`src/rtl/mflush_pkg.sv`:
```
package mflush_pkg;
  localparam int TYPE_LO   = 60;
  localparam int VLAN_LO   = 48;
  localparam int VLAN_W    = 12;
  localparam int MCAST_BIT = 40;
  localparam int ADDR_W    = 48;
  localparam int MASK_LO   = 66;

  localparam logic [1:0] TYPE_FREE  = 2'd0;
  localparam logic [1:0] TYPE_ADDR  = 2'd1;
  localparam logic [1:0] TYPE_VADDR = 2'd3;

  typedef enum logic [1:0] {
    ST_IDLE,
    ST_READ,
    ST_EVAL,
    ST_FIN
  } walkState_t;

  typedef struct packed {
    logic capture;
    logic evaluate;
  } flushStrobe_t;
endpackage

```
`src/rtl/mflush_ctrl.sv`:
```
module mflush_ctrl
  import mflush_pkg::*;
#(
  parameter int DEPTH = 64,
  localparam int IDX_W = (DEPTH > 1) ? $clog2(DEPTH) : 1
) (
  input  logic             clk,
  input  logic             rstN,
  input  logic             start,
  input  logic             needWrite,
  output flushStrobe_t     strobe,
  output logic [IDX_W-1:0] memAddr,
  output logic             memRdEn,
  output logic             memWrEn,
  output logic             busy,
  output logic             done
);
  localparam logic [IDX_W-1:0] LAST_IDX = IDX_W'(DEPTH - 1);

  walkState_t       state;
  logic [IDX_W-1:0] idx;

  always_ff @(posedge clk or negedge rstN) begin
    if (!rstN) begin
      state <= ST_IDLE;
      idx   <= '0;
    end else begin
      unique case (state)
        ST_IDLE: if (start) begin
          state <= ST_READ;
          idx   <= '0;
        end
        ST_READ: state <= ST_EVAL;
        ST_EVAL: begin
          if (idx == LAST_IDX) begin
            state <= ST_FIN;
          end else begin
            idx   <= idx + 1'b1;
            state <= ST_READ;
          end
        end
        ST_FIN:  state <= ST_IDLE;
        default: state <= ST_IDLE;
      endcase
    end
  end

  always_comb begin
    strobe.capture  = (state == ST_IDLE) && start;
    strobe.evaluate = (state == ST_EVAL);
    memAddr = idx;
    memRdEn = (state == ST_READ);
    memWrEn = (state == ST_EVAL) && needWrite;
    busy    = (state == ST_READ) || (state == ST_EVAL);
    done    = (state == ST_FIN);
  end

  AST_DONE_PULSE: assert property (@(posedge clk) disable iff (!rstN)
    done |=> !done);
  AST_BUSY_DONE_EXCL: assert property (@(posedge clk) disable iff (!rstN)
    !(busy && done));
  AST_WR_FOLLOWS_RD: assert property (@(posedge clk) disable iff (!rstN)
    memWrEn |-> ($past(memRdEn) && memAddr == $past(memAddr)));
  AST_NO_RD_WR_OVERLAP: assert property (@(posedge clk) disable iff (!rstN)
    !(memRdEn && memWrEn));
endmodule

```
`src/rtl/mflush_dp.sv`:
```
module mflush_dp
  import mflush_pkg::*;
#(
  parameter int MASK_W  = 3,
  parameter int ENTRY_W = 72
) (
  input  logic               clk,
  input  logic               rstN,
  input  flushStrobe_t       strobe,
  input  logic [MASK_W-1:0]  flushMask,
  input  logic [VLAN_W-1:0]  vlanId,
  input  logic               allVlans,
  input  logic [ENTRY_W-1:0] rdEntry,
  output logic               needWrite,
  output logic [ENTRY_W-1:0] wrEntry
);
  logic [MASK_W-1:0] flushQ;
  logic [VLAN_W-1:0] vlanQ;
  logic              allQ;

  always_ff @(posedge clk or negedge rstN) begin
    if (!rstN) begin
      flushQ <= '0;
      vlanQ  <= '0;
      allQ   <= 1'b0;
    end else if (strobe.capture) begin
      flushQ <= flushMask;
      vlanQ  <= vlanId;
      allQ   <= allVlans;
    end
  end

  logic [1:0]        entType;
  logic [MASK_W-1:0] entMask;
  logic [MASK_W-1:0] leftMask;
  logic              isAddrType;
  logic              vlanOk;
  logic              isGroup;
  logic              overlap;

  always_comb begin
    entType    = rdEntry[TYPE_LO +: 2];
    entMask    = rdEntry[MASK_LO +: MASK_W];
    leftMask   = entMask & ~flushQ;
    isAddrType = (entType == TYPE_ADDR) || (entType == TYPE_VADDR);
    vlanOk     = allQ || (rdEntry[VLAN_LO +: VLAN_W] == vlanQ);
    isGroup    = rdEntry[MCAST_BIT] && (rdEntry[ADDR_W-1:0] != {ADDR_W{1'b1}});
    overlap    = |(entMask & flushQ);
    needWrite  = strobe.evaluate && isAddrType && vlanOk && isGroup && overlap;

    wrEntry = rdEntry;
    wrEntry[MASK_LO +: MASK_W] = leftMask;
    if (leftMask == '0) begin
      wrEntry[TYPE_LO +: 2] = TYPE_FREE;
    end
  end

  AST_KEEP_ADDR: assert property (@(posedge clk) disable iff (!rstN)
    needWrite |-> (wrEntry[ADDR_W-1:0] == rdEntry[ADDR_W-1:0]
                   && rdEntry[ADDR_W-1:0] != {ADDR_W{1'b1}}));
  AST_FREE_IFF_EMPTY: assert property (@(posedge clk) disable iff (!rstN)
    needWrite |-> ((wrEntry[MASK_LO +: MASK_W] == '0)
                   == (wrEntry[TYPE_LO +: 2] == TYPE_FREE)));
  AST_ZERO_FLUSH_NO_WR: assert property (@(posedge clk) disable iff (!rstN)
    (flushQ == '0) |-> !needWrite);
endmodule

```
`src/rtl/mcast_flush.sv`:
```
module mcast_flush
  import mflush_pkg::*;
#(
  parameter int DEPTH   = 64,
  parameter int MASK_W  = 3,
  parameter int ENTRY_W = 72,
  localparam int IDX_W  = (DEPTH > 1) ? $clog2(DEPTH) : 1
) (
  input  logic               clk,
  input  logic               rstN,
  input  logic               start,
  input  logic [MASK_W-1:0]  flushMask,
  input  logic [11:0]        vlanId,
  input  logic               allVlans,
  output logic               busy,
  output logic               done,
  output logic [IDX_W-1:0]   memAddr,
  output logic               memRdEn,
  input  logic [ENTRY_W-1:0] memRdData,
  output logic               memWrEn,
  output logic [ENTRY_W-1:0] memWrData
);
  flushStrobe_t strobe;
  logic         needWrite;

  mflush_ctrl #(.DEPTH(DEPTH)) i_ctrl (
    .clk       (clk),
    .rstN      (rstN),
    .start     (start),
    .needWrite (needWrite),
    .strobe    (strobe),
    .memAddr   (memAddr),
    .memRdEn   (memRdEn),
    .memWrEn   (memWrEn),
    .busy      (busy),
    .done      (done)
  );

  mflush_dp #(.MASK_W(MASK_W), .ENTRY_W(ENTRY_W)) i_dp (
    .clk       (clk),
    .rstN      (rstN),
    .strobe    (strobe),
    .flushMask (flushMask),
    .vlanId    (vlanId),
    .allVlans  (allVlans),
    .rdEntry   (memRdData),
    .needWrite (needWrite),
    .wrEntry   (memWrData)
  );

  AST_WR_TYPE_LEGAL: assert property (@(posedge clk) disable iff (!rstN)
    memWrEn |-> (memWrData[TYPE_LO +: 2] != 2'd2));
endmodule

```
`config.mk`:
```
export PLATFORM = sky130hd
export DESIGN_NAME = mcast_flush
export DESIGN_NICKNAME = d
export VERILOG_FILES = /design/src/rtl/mflush_pkg.sv /design/src/rtl/mflush_ctrl.sv /design/src/rtl/mflush_dp.sv /design/src/rtl/mcast_flush.sv
export SDC_FILE = /design/constraint.sdc
export NUM_CORES = 1
export LEC_CHECK = 0
export BUFFER_PORTS_ARGS = -buffer_cell sky130_fd_sc_hd__buf_2
export CAP_MARGIN = 0
export CORE_UTILIZATION = 39
export CTS_CLUSTER_SIZE = 30
export DETAILED_ROUTE_END_ITERATION = 10
export PLACE_DENSITY = 0.89
export SETUP_SLACK_MARGIN = 0.02
export SLEW_MARGIN = 20
export SYNTH_ARGS = -nofsm -noshare
export SYNTH_HDL_FRONTEND = slang
export SYNTH_HIERARCHICAL = 1
export SYNTH_SLANG_ARGS = --single-unit
```
`constraint.sdc`:
```
create_clock -name clk -period 3.5 [get_ports clk]
set_input_delay 0 -clock clk [delete_from_list [all_inputs] [get_ports clk]]
set_output_delay 0 -clock clk [all_outputs]
set_load 0.02 [all_outputs]
```
# After elaboration in Yosys (flattened, before gate mapping)
# Index checks and enable logic that the tools add are counted.
[totals]
ff_bits = 24
latchBits = 0
mem_bits_rw = 0
romBits = 0
in_bits = 91
output_inout_bits = 82
mem_count = 0
[op_classes]
n_addsub = 1
n_mul = 0
div = 0
magnitude_cmp = 0
n_eq_ne = 10
shift = 0
n_mux = 7
bitwise_logic = 3
reduce_logical = 15
[ops]
columns = ["op", "n"]
rows = [
  ["$ne A48 B48 Y1 const B", 1],
  ["$eq A12 B12 Y1", 1],
  ["$mux W6", 2],
  ["$pmux W6 S2", 1],
  ["$pmux W2 S4", 1],
  ["$logic_and A1 B1 Y1", 7],
  ["$add A6 B1 Y6 const B", 1],
  ["$and A3 B3 Y3", 2],
  ["$eq A2 B2 Y1 const B", 3],
  ["$eq A6 B6 Y1 const B", 1],
  ["$mux W2", 3],
  ["$eq A2 B1 Y1 const B", 2],
  ["$ne A2 B2 Y1 const B", 2],
  ["$logic_not A3 Y1", 1],
  ["$logic_or A1 B1 Y1", 3],
  ["$not A3 Y3", 1],
  ["$reduce_and A3 Y1", 1],
  ["$reduce_or A3 Y1", 1],
  ["$logic_not A2 Y1", 1],
  ["$reduce_bool A2 Y1", 1],
]

# Logic depth before layout (Yosys ltp)
# Gate-level depths: netlist (run 1).
[depth]
word_depth = 7
ltp_mapped = 7

# By module
# The synthesis (run 1) kept the hierarchy.
[by_module_without_submodules]
columns = ["mod", "n_inst", "cells_per_inst", "area_each_um2", "seq_area_each_um2"]
rows = [
  ["mflush_dp", 1, 142, 1411.4, 400.4],
  ["mflush_ctrl", 1, 63, 565.5, 200.2],
]

# Worst setup path after synthesis (run 1)
# OpenSTA, ideal clock, no wires.
[synth_timing]
path_kind = "register to register"
from = "reg i_ctrl.state[0]"
to = "reg i_dp.flushQ[1]"
setup_time_ps = 125
arrival_time_ps = 1540
slack_ps = 1835
path_stages_with_launch = 8
path_buffers = 2
period_less_slack_ps = 1665
cell_sequence = "dfrtp_1 -> inv_1 -> ha_1 -> nand2_1 -> inv_1 -> buf_2 -> buf_4 -> mux2_2"
[synth_rtl]
columns = ["element", "line_no", "source"]
rows = [
  ["start: declaration", "mflush_ctrl.sv:20", "walkState_t state;"],
  ["start signal: assignment", "mflush_ctrl.sv:25", "state <= ST_IDLE;"],
  ["start signal: assignment", "mflush_ctrl.sv:30", "state <= ST_READ;"],
  ["start signal: assignment", "mflush_ctrl.sv:33", "ST_READ: state <= ST_EVAL;"],
  ["end signal: assignment", "mflush_dp.sv:27", "flushQ <= flushMask;"],
  ["end: declaration", "mflush_dp.sv:17", "logic [MASK_W-1:0] flushQ;"],
]

==> summary.txt, run 1 <==
Area of the multi-input gates: 833 sq um
First-pass GRT wire length: 8100 um
Status: completed
Core Box Area: 4790 sq um
Number of vias per cell: 4.79
Max Root-Sink Buffers: 2
Wirelength per Cell: 15.1 um
Setup crit end kind: output pin
Initial Util: 0.413
Slew at the pin with the worst max-slew slack: 0.625 ns
DIE AREA: 5360 sq um
H-tree Lvls: 1
Vias in the first global route: 1749
CTS tree: done
Seq cells post-synth: 24
Layout cells sized above 1: 0.592
Final setup vio count: 0
RSZ-0062 raised after global routing: no
CTS root buffer: clkbuf_8
Netlist area before placement: 1980 sq um
Clk_lat worst skew: 0.26 ns
DRT Wirelength: 5730 um
Std cell rows: 25
Hold Path Class: primary input to output pin
Ys Warns: 6
Maximum vdd drop: 0.451 mV
Rel. slew slack: 0.583
Fillers: 425
P&R area growth vs syn: 29.6%
PwrDens: 559 nW/um^2
Worst EP required: 3.50 ns
Ys flop type: dfrtp_1
Worst hold slack: 0.0000385 ns
Total grt overflow: 0
Worst-path cell with the longest stage delay: ha_1
Antenna Violating Nets Remaining: 0
Largest net degree at the start of global routing: 25
Synth Net Count: 302
Clk_skew: 0.00450 ns
IO Port Bufs: 158
Via count: 1810
Hpwl dp: 4530 um
Cell Chain, Critical Path: inv_1, ha_1, nand4b_1, nor3_2, and2_1, buf_2
Register area: 601 sq um
Fin. max-slew vios: 0
Hold Violations, Final: 0
Synth Instances: 205
Most frequent cells in the layout: buf_2, dfrtp_1, dlygate4sd3_1
Worst Path Max Fanout: 17
Gr usage total: 0.200
Power, Total: 1.43 mW
Setup TNS: 0 ns
Cell family with most CP delay: adder cells
Crit path launch type: flip-flop
Worst EP arrival: 1.99 ns
Final period util: 0.568
Slowest cell delay on critical path: 0.50 ns
Crit path time final: 1.99 ns
1st-iter DRT viols: 35
Syn Area/Cell: 9.64 sq um
Die height: 73.2 um
Final Core Density: 0.535
Critical path class: flip-flop to output pin
Total clock sinks: 24
Ys async rst share: 1.00
Initial antenna violation count: 0
NumNets Final: 409
Post-synth EDFFs: 0
Clock-pin slew on the worst setup and hold paths: 0.09 ns
Layout Cells excl Fill: 378
Leakage: 1.31 nW
Distinct cells, synth: 39
Commonest non-fill, non-tap cell in the layout: buf_2
Drt pass-1 iters: 6
Remaining DRCs: 0
Antenna cells: 0
WP buf/inv: 2
Cts repair resizes: 0
Placed cell count: 357
Max_cap viols: 0
Num ports: 173
Fmax: 503 MHz
Post-synthesis sequential area ratio: 0.304
Placer Congestion: 0.781
Die Width: 73.2 um
TritonCTS Buffers: 3
-- worst register-to-register path, delay by kind of cell (launching register included) --
| family | cells | cell delay, ns |
|---|---|---|
| AND/OR/NAND/NOR | 2 | 0.68 |
| adder cells (fa/ha/maj) | 1 | 0.50 |
| flip-flops | 1 | 0.43 |
| buffers and inverters | 1 | 0.13 |
| AO/OA/AOI/OAI | 1 | 0.13 |
-- sequential cells by signal (all words and copies together) (netlist names) --
register,flops
i_ctrl/memAddr,6
i_dp/flushQ,3
i_dp/vlanQ,12
i_ctrl/state,2
i_dp/allQ,1
-- final timing paths --
kind                                  from           endpoint  slack (ns)  cells after the start
max in group asynchronous             rstN      i_dp/vlanQ[0]        2.89                      2
max                        i_ctrl/state[0]            memWrEn        1.51                      6
min reg2reg                 i_dp/vlanQ[10]     i_dp/vlanQ[10]        0.53                      1
min                          memRdData[63]      memWrData[63]     0.00004                      0
max reg2reg                i_ctrl/state[0]  i_ctrl/memAddr[5]        1.53                      5
min in group asynchronous             rstN  i_ctrl/memAddr[0]        0.25                      2
-- synthesized netlist by cell type, types with 2 or more instances --
cell,number,area (sq um)
ha_1,6,75.1
buf_2,2,10.0
nor2b_1,3,18.8
buf_4,68,510
o21ai_0,2,10.0
a211oi_1,2,15.0
clkbuf_1,3,11.3
nand2_1,4,15.0
nor3_1,3,15.0
inv_1,3,11.3
nand3_1,3,15.0
xor2_1,12,105
nor4_2,3,37.5
nand2b_1,2,12.5
mux2_2,16,180
and3_1,2,12.5
a21oi_1,4,20.0
and2_1,5,31.3
nor4_1,3,18.8
a31oi_1,3,18.8
dfrtp_1,24,601
nand4_1,15,93.8
-- what timing repair did --
item / 4_1_cts / 5_1_grt
buffers inserted: 0 / 0
hold buffers: 17 / 0
hold endpoints to repair: 40 / 0
-- through the flow --
| step | cell area (sq um) | worst slack [ns] |
|---|---|---|
| floorplan | 1980 | 1.83 |
| global placement | 2320 | 1.66 |
| detailed placement | 2320 | 1.56 |
| CTS | 2560 | 1.52 |
| global route | 2560 | 1.40 |
| finish | 2560 | 1.51 |
-- final cells by class --
type | instances | share of cell area
repair buffers | 175 | 0.375
multi-input cells | 105 | 0.325
flip-flops and latches | 24 | 0.234
well taps | 67 | 0.0327
clock buffers | 3 | 0.0161
clock inverters | 1 | 0.0117
inverters | 3 | 0.00440
-- where the power goes --
| group | leakage (nW) | total, mW | internal [mW] | switching [mW] |
|---|---|---|---|---|
| Sequential | 0.294 | 0.493 | 0.397 | 0.0966 |
| Combinational | 0.982 | 0.698 | 0.316 | 0.382 |
| Clock | 0.0357 | 0.240 | 0.153 | 0.0875 |
| Total | 1.31 | 1.43 | 0.866 | 0.566 |
-- logic make-up (layout without fill, tap and decap cells) --
logic type                 count (synthesis)  after routing  share of synthesized area
AOI/OAI and AO/OA                         17             17                     0.0582
buffers and inverters                     76            182                      0.275
DFF                                       24             24                      0.304
adders and majority gates                  6              6                     0.0380
and+or+nand+nor                           53             53                      0.176
muxes                                     17             17                     0.0962
xor gates and xnor gates                  12             12                     0.0532
-- layer usage --
| metal | GRT usage | vias up | wire (um) |
|---|---|---|---|
| met3 | 0.0345 | 4 | 408 |
| met4 | 0.0479 | 0 | 47 |
| met1 | 0.217 | 856 | 2090 |
| li1 | - | 871 | - |
| met2 | 0.395 | 79 | 3180 |
| met5 | 0 | - | 0 |
Note: power is estimated with default switching activity, not from simulation.
==> inputs of run 2 (changes only) <==
--- a/config.mk
+++ b/config.mk
@@ -7,10 +7,10 @@
 export LEC_CHECK = 0
 export BUFFER_PORTS_ARGS = -buffer_cell sky130_fd_sc_hd__buf_2
 export CAP_MARGIN = 0
-export CORE_UTILIZATION = 39
+export CORE_UTILIZATION = 35
 export CTS_CLUSTER_SIZE = 30
 export DETAILED_ROUTE_END_ITERATION = 10
-export PLACE_DENSITY = 0.89
+export PLACE_DENSITY = 0.85
 export SETUP_SLACK_MARGIN = 0.02
 export SLEW_MARGIN = 20
 export SYNTH_ARGS = -nofsm -noshare
==> constraint.sdc (replaced) <==
create_clock -name clk -period 1.8 [get_ports clk]
set_input_delay 0 -clock clk [delete_from_list [all_inputs] [get_ports clk]]
set_output_delay 0 -clock clk [all_outputs]
set_load 0.02 [all_outputs]
==> summary.txt, run 2 (same netlist as run 1, synthesis figures left out) <==
Most frequent cells in the layout: buf_2, dfrtp_1, dlygate4sd3_1
Worst hold slack: 0.0000945 ns (+0.0000560 ns)
Gr usage total: 0.207 (+0.00691)
Largest net degree at the start of global routing: 25 (unchanged)
DIE AREA: 5950 sq um (+11%)
Setup crit end kind: output pin
Wirelength per Cell: 16.0 um (+5.5%)
Die height: 77.2 um (+5.4%)
Max_cap viols: 0 (unchanged)
Num ports: 173 (unchanged)
Finished Cell Area: 2620 sq um (+2.1%)
H-tree Lvls: 1 (unchanged)
Fin. max-slew vios: 0 (unchanged)
Total grt overflow: 0 (unchanged)
Cell Chain, Critical Path: inv_2, ha_2, buf_6, nand4b_1, nor3_2, and2_4, buf_6
Worst Path Max Fanout: 16 (-1)
Initial Util: 0.375 (-0.0380)
Final setup vio count: 0 (unchanged)
Crit path launch type: flip-flop
Std cell rows: 26 (+4.0%)
CTS tree: done
Hold Path Class: primary input to output pin
Worst EP arrival: 1.76 ns (-0.23 ns)
Rel. slew slack: 0.635 (+0.0522)
Worst path most repeated cell: buf_6
RSZ-0062 raised after global routing: yes
Leakage: 1.33 nW (+1.4%)
Clk_skew: 0.00205 ns (-0.00244 ns)
Final period util: 0.976
PwrDens: 1100 nW/um^2 (+96%)
Vias in the first global route: 1996 (+14%)
Clock-pin slew on the worst setup and hold paths: 0.09 ns (about the same)
Crit path time final: 1.76 ns
Clk_lat worst skew: 0.27 ns (about the same)
Die Width: 77.2 um (+5.4%)
1st-iter DRT viols: 48 (+37%)
Initial antenna violation count: 0 (unchanged)
Max reg flops: 12 (unchanged)
DRT Wirelength: 6140 um (+7.1%)
Placer Congestion: 0.896 (+15%)
NumNets Final: 412 (+0.73%)
DP Area: 2350 sq um (+1.3%)
Critical path class: flip-flop to output pin
Largest Register: i_dp/vlanQ
Remaining DRCs: 0 (unchanged)
Slowest cell delay on critical path: 0.43 ns (-0.07 ns)
Via count: 1894 (+4.6%)
Layout cells sized above 1: 0.605 (+0.0135)
Fmax: 569 MHz
Antenna cells: 0 (unchanged)
First-pass GRT wire length: 9700 um (+20%)
Worst EP required: 1.80 ns (-1.70 ns)
Antenna Violating Nets Remaining: 0 (unchanged)
Power, Total: 2.87 mW (+100%)
Status: completed
Worst-path cell with the longest stage delay: dfrtp_1
Setup WS pre-CTS: 0.102 ns (-1.45 ns)
Total clock sinks: 24 (unchanged)
CTS root buffer: clkbuf_8
Hpwl dp: 4780 um (+5.5%)
Commonest non-fill, non-tap cell in the layout: buf_2
Core Box Area: 5270 sq um (+10%)
Setup WS post-layout: 0.0438 ns (-1.47 ns)
Hold Violations, Final: 0 (unchanged)
IO Port Bufs: 158 (unchanged)
Drt pass-1 iters: 4 (-2)
P&R area growth vs syn: 32.3%
Slew at the pin with the worst max-slew slack: 0.547 ns (-0.0776 ns)
Max Root-Sink Buffers: 2 (unchanged)
Number of vias per cell: 4.93 (+3.0%)
Maximum vdd drop: 1.15 mV (+160%)
TritonCTS Buffers: 3 (unchanged)
-- run 2: path summary, 6_finish.rpt --
| path | startpoint | to | slack, ns | cells after the start |
|---|---|---|---|---|
| worst max-delay path | i_ctrl/state[0] | memWrEn | 0.04 | 7 |
| worst min-delay path | memRdData[69] | memWrData[69] | 0.00009 | 0 |
| worst max register to register | i_ctrl/state[1] | i_ctrl/memAddr[5] | 0.11 | 5 |
| worst min register to register | i_dp/allQ | i_dp/allQ | 0.53 | 1 |
| max in group asynchronous | rstN | i_dp/allQ | 1.20 | 2 |
| min in group asynchronous | rstN | i_ctrl/memAddr[1] | 0.23 | 2 |
-- run 2: per-stage QoR --
| stage | TNS, ns | std cells | utilization |
|---|---|---|---|
| 2_1_floorplan | 0 | 205 | - |
| 6_report | 0 | 384 | 0.496 |
| 4_1_cts | 0 | 384 | 0.496 |
| 5_1_grt | -0.0241 | 384 | 0.496 |
| 3_3_place_gp | 0 | 362 | 0.446 |
| 3_5_place_dp | 0 | 362 | 0.446 |
-- run 2: timing repair --
| action | 4_1_cts | 5_1_grt |
|---|---|---|
| buffers inserted | 1 | 0 |
| resized for setup | 5 | 1 |
| endpoints found under the hold margin | 40 | 0 |
| hold buffers | 17 | 0 |
| endpoints found under the setup margin | 1 | 1 |
| pin swaps | 3 | 1 |
-- run 2: routing by layer --
metal	GRT usage	part of all wire	vias up
met5	0	0	-
met3	0.0524	0.080	26
met2	0.393	0.52	115
li1	-	-	877
met4	0.102	0.043	0
met1	0.205	0.36	876
-- run 2: worst max-delay path: cells and delay by family, from the launching register on --
family | cells | cell delay (ns)
fa+ha+maj | 1 | 0.20
buf+inv | 3 | 0.38
simple gates | 3 | 0.48
flops | 1 | 0.43
-- run 2: layout make-up --
| cell class | instances | area, sq um |
|---|---|---|
| Sequential cell | 24 | 601 |
| Multi-Input combinational cell | 105 | 838 |
| Clock inverter | 1 | 30.0 |
| Clock buffer | 3 | 41.3 |
| Timing Repair Buffer | 178 | 1010 |
| Fill cell | 516 | 2660 |
| Inverter | 3 | 11.3 |
| Tap cell | 70 | 87.6 |
-- run 2: power by group --
group,internal (mW),switching [mW],total [mW]
Combinational,0.671,0.754,1.43
Sequential,0.771,0.189,0.961
Clock,0.297,0.186,0.483
Total,1.74,1.13,2.87
==> inputs of run 3 (changes only) <==
--- a/config.mk
+++ b/config.mk
@@ -7,11 +7,12 @@
 export LEC_CHECK = 0
 export BUFFER_PORTS_ARGS = -buffer_cell sky130_fd_sc_hd__buf_2
 export CAP_MARGIN = 0
-export CORE_UTILIZATION = 35
+export CORE_UTILIZATION = 38
 export CTS_CLUSTER_SIZE = 30
 export DETAILED_ROUTE_END_ITERATION = 10
-export PLACE_DENSITY = 0.85
+export PLACE_DENSITY = 0.88
 export SETUP_SLACK_MARGIN = 0.02
+export SKIP_CTS_REPAIR_TIMING = 1
 export SLEW_MARGIN = 20
 export SYNTH_ARGS = -nofsm -noshare
 export SYNTH_HDL_FRONTEND = slang
==> constraint.sdc (replaced) <==
create_clock -name clk -period 2 [get_ports clk]
set_input_delay 0 -clock clk [delete_from_list [all_inputs] [get_ports clk]]
set_output_delay 0 -clock clk [all_outputs]
set_load 0.02 [all_outputs]
==> summary.txt, run 3 (same netlist as run 1, synthesis figures left out) <==
Rel. slew slack: 0.639 (+0.00349)
Max_cap viols: 0 (unchanged)
Total grt overflow: 0 (unchanged)
Wirelength per Cell: 15.3 um (-4.4%)
Clk_skew: 0.00142 ns (-0.000633 ns)
Cell family with most CP delay: buffers and inverters
Placer Congestion: 0.747 (-17%)
RSZ-0062 raised after global routing: no
TritonCTS Buffers: 3 (unchanged)
DIE AREA: 5490 sq um (-7.7%)
WP buf/inv: 3 (unchanged)
Maximum vdd drop: 0.845 mV (-27%)
Total clock sinks: 24 (unchanged)
1st-iter DRT viols: 39 (-19%)
Hpwl dp: 4640 um (-3.0%)
Slew at the pin with the worst max-slew slack: 0.542 ns (-0.00524 ns)
Setup WS post-layout: 0.202 ns (+0.159 ns)
Status: completed
P&R area growth vs syn: 30.5%
Worst hold slack: 0.0000262 ns (-0.0000683 ns)
Initial Util: 0.408 (+0.0326)
Vias in the first global route: 1692 (-15%)
First-pass GRT wire length: 7530 um (-22%)
Commonest non-fill, non-tap cell in the layout: buf_2
Antenna Violating Nets Remaining: 0 (unchanged)
Crit path time final: 1.80 ns
Remaining DRCs: 0 (unchanged)
Largest Register: i_dp/vlanQ
Std cell rows: 25 (-3.8%)
Largest net degree at the start of global routing: 25 (unchanged)
Number of vias per cell: 4.94 (+0.15%)
Final Core Density: 0.532 (+0.0359)
NumNets Final: 411 (-0.24%)
Worst EP required: 2.00 ns (+0.20 ns)
Initial antenna violation count: 0 (unchanged)
Worst EP arrival: 1.80 ns (+0.04 ns)
Clk_lat worst skew: 0.26 ns (about the same)
Setup WS pre-CTS: 0.273 ns (+0.171 ns)
Clock-pin slew on the worst setup and hold paths: 0.09 ns (about the same)
Fin. max-slew vios: 0 (unchanged)
Die height: 74.1 um (-3.9%)
Final setup vio count: 0 (unchanged)
Setup crit end kind: output pin
Leakage: 1.32 nW (-0.57%)
CTS root buffer: clkbuf_8
Cell Chain, Critical Path: inv_1, ha_1, buf_6, nand4b_1, nor3_2, and2_1, buf_2
Gr usage total: 0.180 (-0.0271)
Core Box Area: 4850 sq um (-8.0%)
Critical path class: flip-flop to output pin
DRT Wirelength: 5800 um (-5.4%)
Max Root-Sink Buffers: 2 (unchanged)
Antenna cells: 0 (unchanged)
Worst-path cell with the longest stage delay: dfrtp_1
Crit path launch type: flip-flop
IO Port Bufs: 158 (unchanged)
Slowest cell delay on critical path: 0.42 ns (about the same)
Worst Path Max Fanout: 16 (unchanged)
Layout cells sized above 1: 0.594 (-0.0108)
Via count: 1877 (-0.90%)
Fmax: 556 MHz
Drt pass-1 iters: 5 (+1)
Num ports: 173 (unchanged)
Hold Path Class: primary input to output pin
Die Width: 74.1 um (-3.9%)
Power, Total: 2.54 mW (-12%)
Most frequent cells in the layout: buf_2, dfrtp_1, dlygate4sd3_1
Max reg flops: 12 (unchanged)
Final period util: 0.899
Setup TNS: 0 ns (unchanged)
H-tree Lvls: 1 (unchanged)
CTS tree: done
Hold Violations, Final: 0 (unchanged)
PwrDens: 984 nW/um^2 (-10%)
run 3: cell count changes in the layout (fill, tap and decap cells not counted), sizes merged:
cell  previous run  this run
buf            161       160
run 3: layout make-up:
type                    count  area, sq um
fillers                   439         2270
clock inverters             1         30.0
repair buffers            177          980
multi-input cells         105          833
well taps                  67         83.8
flip-flops and latches     24          601
inverters                   3         11.3
clock buffers               3         41.3
run 3: metrics by stage:
step / cells / area, sq um
floorplan: 205 / 1980
global placement: 359 / 2330
detailed placement: 359 / 2330
CTS: 363 / 2410
global route: 380 / 2580
finish: 380 / 2580
run 3: worst reg2reg max path, stage by stage, from the launching register on:
cell and delay, ns:
dfrtp_1 0.40, inv_1 0.11, ha_1 0.26, nor2b_2 0.20, or4_1 0.53, o221a_2 0.14
run 3: per-layer routing:
metal  up-vias  global-route usage  part of all wire
met5         -                   0                 0
met1       886               0.180              0.36
met3         8              0.0393             0.089
li1        878                   -                 -
met2       105               0.357              0.53
met4         0              0.0684             0.017
run 3: worst paths after layout:
path                            startpoint                end  slack, ns  cells past startpoint
max                        i_ctrl/state[0]            memWrEn       0.20                      7
min                          memRdData[69]      memWrData[69]    0.00003                      0
max reg2reg                i_ctrl/state[0]  i_ctrl/memAddr[5]       0.26                      5
min reg2reg                      i_dp/allQ          i_dp/allQ       0.52                      1
max in group asynchronous             rstN  i_ctrl/memAddr[2]       1.39                      2
min in group asynchronous             rstN  i_ctrl/memAddr[0]       0.25                      2
run 3: where the power goes:
part           switching (mW)  internal, mW
Clock                   0.157         0.267
Sequential              0.167         0.694
Combinational           0.678         0.576
